### src/rtl/evq_pkg.sv
package evq_pkg;
  // Operation applied to the sorted array in a cycle
  typedef enum logic [1:0] {
    OP_HOLD = 2'b00,
    OP_PUSH = 2'b01,
    OP_POP  = 2'b10,
    OP_BOTH = 2'b11
  } evq_op_e;
endpackage

### src/rtl/evq_locate.sv
// Marks each stored slot whose time is not later than the new time.
// Because the array is sorted, the mark vector is a thermometer.
module evq_locate #(
  parameter int DEPTH  = 16,
  parameter int TIME_W = 16
) (
  input  logic [DEPTH-1:0][TIME_W-1:0] slot_time,
  input  logic [DEPTH-1:0]             slot_vld,
  input  logic [TIME_W-1:0]            new_time,
  output logic [DEPTH:0]               not_later
);
  for (genvar i = 0; i < DEPTH; i++) begin : g_cmp
    assign not_later[i] = slot_vld[i] && (slot_time[i] <= new_time);
  end
  assign not_later[DEPTH] = 1'b0;
endmodule

### src/rtl/evq_cell.sv
// Next-state selection for one slot of the sorted array.
module evq_cell
  import evq_pkg::*;
#(
  parameter int EW       = 21,
  parameter bit IS_FIRST = 1'b0
) (
  input  evq_op_e       op,
  input  logic [EW-1:0] cur,
  input  logic [EW-1:0] prv,
  input  logic [EW-1:0] nxt,
  input  logic [EW-1:0] ins,
  input  logic          le_prev,
  input  logic          le_self,
  input  logic          le_next,
  output logic [EW-1:0] d
);
  always_comb begin
    d = cur;
    unique case (op)
      OP_PUSH: begin
        if (le_self)                 d = cur;
        else if (IS_FIRST || le_prev) d = ins;
        else                         d = prv;
      end
      OP_POP: d = nxt;
      OP_BOTH: begin
        if (le_next)                 d = nxt;
        else if (IS_FIRST || le_self) d = ins;
        else                         d = cur;
      end
      default: d = cur;
    endcase
  end
endmodule

### src/rtl/evq_top.sv
module evq_top
  import evq_pkg::*;
#(
  parameter int DEPTH  = 16,
  parameter int TIME_W = 16,
  parameter int SIG_W  = 4
) (
  input  logic              clk,
  input  logic              rst,
  input  logic              in_valid,
  output logic              in_ready,
  input  logic [TIME_W-1:0] in_time,
  input  logic [SIG_W-1:0]  in_sig,
  input  logic              in_val,
  input  logic              pop_req,
  output logic              pop_valid,
  output logic [TIME_W-1:0] pop_time,
  output logic [SIG_W-1:0]  pop_sig,
  output logic              pop_val,
  output logic              empty,
  output logic              full,
  output logic              overflow
);
  localparam int EW  = TIME_W + SIG_W + 1;
  localparam int CW  = $clog2(DEPTH + 1);
  localparam logic [CW-1:0] CNT_MAX = CW'(DEPTH);

  logic [DEPTH-1:0][EW-1:0]     slot_q;
  logic [DEPTH-1:0][EW-1:0]     slot_d;
  logic [DEPTH-1:0][TIME_W-1:0] slot_time;
  logic [DEPTH-1:0]             slot_vld;
  logic [DEPTH:0]               not_later;
  logic [CW-1:0]                count_q, count_d;
  logic                         empty_q, full_q, ovf_q;
  logic                         do_push, do_pop;
  logic [EW-1:0]                ins_evt;
  evq_op_e                      op;

  assign in_ready = !full_q;
  assign do_push  = in_valid && !full_q;
  assign do_pop   = pop_req && !empty_q;
  assign op       = evq_op_e'({do_pop, do_push});
  assign ins_evt  = {in_time, in_sig, in_val};

  for (genvar i = 0; i < DEPTH; i++) begin : g_view
    assign slot_time[i] = slot_q[i][EW-1 -: TIME_W];
    assign slot_vld[i]  = (CW'(i) < count_q);
  end

  evq_locate #(.DEPTH(DEPTH), .TIME_W(TIME_W)) u_locate (
    .slot_time (slot_time),
    .slot_vld  (slot_vld),
    .new_time  (in_time),
    .not_later (not_later)
  );

  for (genvar i = 0; i < DEPTH; i++) begin : g_slot
    logic [EW-1:0] prv_w, nxt_w;
    logic          le_prev_w;
    if (i == 0) begin : g_head
      assign prv_w     = ins_evt;
      assign le_prev_w = 1'b1;
    end else begin : g_body
      assign prv_w     = slot_q[i-1];
      assign le_prev_w = not_later[i-1];
    end
    if (i == DEPTH - 1) begin : g_tail
      assign nxt_w = slot_q[i];
    end else begin : g_mid
      assign nxt_w = slot_q[i+1];
    end
    evq_cell #(.EW(EW), .IS_FIRST(i == 0)) u_cell (
      .op      (op),
      .cur     (slot_q[i]),
      .prv     (prv_w),
      .nxt     (nxt_w),
      .ins     (ins_evt),
      .le_prev (le_prev_w),
      .le_self (not_later[i]),
      .le_next (not_later[i+1]),
      .d       (slot_d[i])
    );
  end

  always_comb begin
    count_d = count_q;
    if (do_push && !do_pop)      count_d = count_q + 1'b1;
    else if (do_pop && !do_push) count_d = count_q - 1'b1;
  end

  always_ff @(posedge clk) begin
    if (rst) begin
      slot_q    <= '0;
      count_q   <= '0;
      empty_q   <= 1'b1;
      full_q    <= 1'b0;
      ovf_q     <= 1'b0;
      pop_valid <= 1'b0;
      pop_time  <= '0;
      pop_sig   <= '0;
      pop_val   <= 1'b0;
    end else begin
      slot_q    <= slot_d;
      count_q   <= count_d;
      empty_q   <= (count_d == '0);
      full_q    <= (count_d == CNT_MAX);
      if (in_valid && full_q) ovf_q <= 1'b1;
      pop_valid <= do_pop;
      if (do_pop) begin
        pop_time <= slot_q[0][EW-1 -: TIME_W];
        pop_sig  <= slot_q[0][SIG_W:1];
        pop_val  <= slot_q[0][0];
      end
    end
  end

  assign empty    = empty_q;
  assign full     = full_q;
  assign overflow = ovf_q;
endmodule

### config.mk
export PLATFORM = sky130hd
export DESIGN_NAME = evq_top
export DESIGN_NICKNAME = d
export VERILOG_FILES = /design/src/rtl/evq_pkg.sv /design/src/rtl/evq_locate.sv /design/src/rtl/evq_cell.sv /design/src/rtl/evq_top.sv
export SDC_FILE = /design/constraint.sdc
export NUM_CORES = 2
export LEC_CHECK = 0
export ABC_AREA = 1
export BUFFER_PORTS_ARGS = -buffer_cell sky130_fd_sc_hd__buf_2
export CAP_MARGIN = 20
export CORE_ASPECT_RATIO = 0.7
export CORE_MARGIN = 4
export CORE_UTILIZATION = 45
export DETAILED_ROUTE_END_ITERATION = 7
export GPL_TIMING_DRIVEN = 0
export MAX_ROUTING_LAYER = met4
export PLACE_DENSITY = 0.63
export REMOVE_ABC_BUFFERS = 1
export SKIP_CTS_REPAIR_TIMING = 1
export SKIP_LAST_GASP = 1
export SYNTH_ARGS = -nofsm -noshare
export SYNTH_HDL_FRONTEND = slang
export SYNTH_SLANG_ARGS = --single-unit
### constraint.sdc
create_clock -name clk -period 3.32 [get_ports clk]
set_input_delay 0.498 -clock clk [delete_from_list [all_inputs] [get_ports clk]]
set_output_delay 0.498 -clock clk [all_outputs]
set_load 0.005 [all_outputs]
==> metrics.json <==
{
  "crit_arrival_ns": 3.88,
  "peak_supply_drop_uv": 424,
  "status": "complete, but fails checks",
  "timing.final.hold_violations": 0,
  "cp_max_fanout": 22,
  "post-place-ws_ns": -3.31,
  "slew_violations": 0,
  "clockBufferDepth": 3,
  "worstHoldPathType": "input port to flip-flop",
  "critical_path.reg2reg.endpoint": "g_slot[1].prv_w[20]",
  "critPathCapture": "g_slot[1].prv_w[20]",
  "syn_area_per_cell_sq_um": 5.82,
  "final_cells": 6710,
  "gr_ovfl_total": 0,
  "die_w_um": 338,
  "cts_buffers": 44,
  "ys_ff_latch": 366,
  "placement_row_count": 84,
  "ys_dominant_reg_cell": "dfxtp_1",
  "final_antenna_net_count": 0,
  "htree_levels": 2,
  "postSynthCellCount": 5881,
  "rrSetupSlack_ns": -0.007,
  "finalCritPeriodShare_pct": 100,
  "tritoncts": "built",
  "drc": 0,
  "timing.rr.start": "count_q[4]",
  "post_dp_cell_area_sq_um": 35300,
  "synthAdderAreaFrac_pct": 9.46,
  "required_ns": 3.87,
  "hold_path_startpoint": "rst",
  "crit_path_start_kind": "flip-flop",
  "floorplan.io_pins": 51,
  "pwr_dens_nw_per_um2": 891,
  "design.core.area_sq_um": 75300,
  "final_area_sq_um": 38200,
  "detailroute.via_count": 39944,
  "synth_enable_flop_cells": 0,
  "whs_ns": 0.259,
  "vias_in_the_first_global_route": 34110,
  "netlist_area_sq_um": 34300,
  "critPathCaptureType": "flip-flop",
  "yosysUniqueCellTypes": 39,
  "drt-initial-drc-count": 5413,
  "fmax_mhz": 301,
  "yosys_warnings": 0,
  "synth-compound-area-share_pct": 11.7,
  "setup_viol_count_final": 2,
  "tightest_slew_ns": 1.29,
  "criticalPathCategory": "flip-flop to flip-flop",
  "reg2reg_depth": 8,
  "grt_max_degree": 175,
  "synthArstFlopShare_pct": 0,
  "worst_clock_skew_ns": 0.0291,
  "wirelength_um": 141000,
  "seq_area_frac_synth_pct": 21.4,
  "unrepaired_setup_endpoints_after_global_routing": "yes",
  "fin_ws_ns": -0.00741,
  "commonest_non_fill_non_tap_cell_in_the_layout": "nand3_1",
  "n_fill_cell": 7717,
  "period_minus_slack_ns": 3.33,
  "drt-pass1-iter-count": 6,
  "grt_first_pass_wirelength_um": 203000,
  "post_drt_wl_per_cell_um": 21.1,
  "timing.slew.headroom_pct": 13.2,
  "cts-root-buf": "clkbuf_16",
  "synth_top_family_by_area": "simple AND/OR/NAND/NOR gates",
  "gr-usage-all-layers_pct": 32.9,
  "area_delta_synth_final_pct": 11.4,
  "hpwlAfterDp_um": 84500,
  "violations": "setup timing",
  "routabilityCongestion": 0.871,
  "avgViaCountPerCell": 5.95,
  "crit_path_start": "count_q[4]",
  "yosys.area_share.xor_xnor_pct": 0.0767,
  "totalNegativeSetupSlack_ns": -0.00746,
  "design_power_mw": 34.0,
  "ratio_of_cells_with_drive_above_1_in_the_final_layout_pct": 8.06,
  "grt_antenna_before_repair": 3,
  "synth_simple_gate_area_share_pct": 43.1,
  "most-common-layout-cells": "1608 x nand3_1, 1233 x nand2_1, 808 x inv_1, 469 x o21ai_0, 365 x dfxtp_1",
  "port-buffer-count": 50,
  "post_layout_util_pct": 50.7,
  "cts.sinks": 366,
  "maximum_capacitance_violations": 0,
  "fin_nets": 5970,
  "synth_mux_area_share_pct": 0,
  "die_h_um": 239,
  "starting_density_of_the_core_pct": 45.5,
  "die_area_sq_um": 80700,
  "clk_pin_slew_ns": 0.06,
  "worstSkewPairLatency_ns": 0.62,
  "static-leakage-power_nw": 19.6,
  "numPlacedInstances": 6550
}
[area by class of cell]
cell class              instances  area [sq um]  area share [%]
multi-input cells            4269         22700            59.4
flip-flops and latches        366          7330            19.2
inverters                     841          3270            8.57
repair buffers                161          2150            5.63
clock buffers                  71          1400            3.68
well taps                     989          1240            3.24
clock inverters                 6          55.1           0.144
repair inverters                3          22.5          0.0590
diodes                          4          10.0          0.0262
[cells by family (layout without fill, tap and decap cells)]
logic type / count (synthesis) / after routing
compound gates: 763 / 763
xor+xnor: 3 / 3
fa+ha+maj: 259 / 259
buf+inv: 1260 / 1082
flops: 366 / 366
other cells: 0 / 4
simple gates: 3230 / 3244
[worst max-delay path, stage by stage (launching register included)]
cell     delay [ns]
dfxtp_1        0.48
nor2_8         0.38
nand2_1        0.83
nand2_8        0.57
o21ai_4        0.12
buf_8          0.18
inv_2          0.41
o21ai_0        0.14
nor2_1         0.11
[cells in the mapped netlist, types with 11 or more instances]
| library cell | instances | area [sq um] |
|---|---|---|
| nand2_1 | 1257 | 4720 |
| nor3_1 | 11 | 55.1 |
| nand4_1 | 17 | 106 |
| buf_2 | 110 | 551 |
| o21ai_0 | 469 | 2350 |
| or2_1 | 60 | 375 |
| a21oi_1 | 172 | 861 |
| nand3_1 | 1610 | 8060 |
| o21ai_1 | 22 | 110 |
| dfxtp_1 | 366 | 7330 |
| inv_1 | 826 | 3100 |
| a21o_1 | 13 | 97.6 |
| ha_1 | 259 | 3240 |
| clkbuf_1 | 247 | 927 |
| nand2_2 | 13 | 81.3 |
| nor2_1 | 140 | 526 |
| or2_2 | 104 | 651 |
| o22ai_1 | 75 | 469 |
| buf_1 | 52 | 195 |
| inv_2 | 14 | 52.6 |
[state kept, by name, indices dropped and copies added, names as in the netlist]
name and flops:
g_slot.nxt_w 273, empty 1, count_q 5, pop_val 1
full 1, pop_valid 1, overflow 1, pop_time 16
g_slot.prv_w 63, pop_sig 4
[worst min-delay path by stage]
stage                 endpoint  cells past startpoint
global route         pop_valid                      2
CTS                   overflow                      3
finish                overflow                      2
global placement      overflow                      2
detailed placement    overflow                      2
floorplan           pop_sig[0]                      2
[report_power, final]
part | switching (mW) | internal, mW | total, mW
Combinational | 14.1 | 6.93 | 21.1
Clock | 2.25 | 2.95 | 5.20
Sequential | 1.83 | 5.89 | 7.73
[metal layers]
| layer | track usage, % | vias to the layer above | part of all wire, % |
|---|---|---|---|
| met1 | 45.1 | 18394 | 42 |
| met5 | - | - | 0 |
| li1 | - | 18981 | - |
| met4 | 11.0 | 0 | 3.4 |
| met3 | 7.85 | 325 | 13 |
| met2 | 47.2 | 2244 | 42 |
Power figures use the tool's default switching activity.
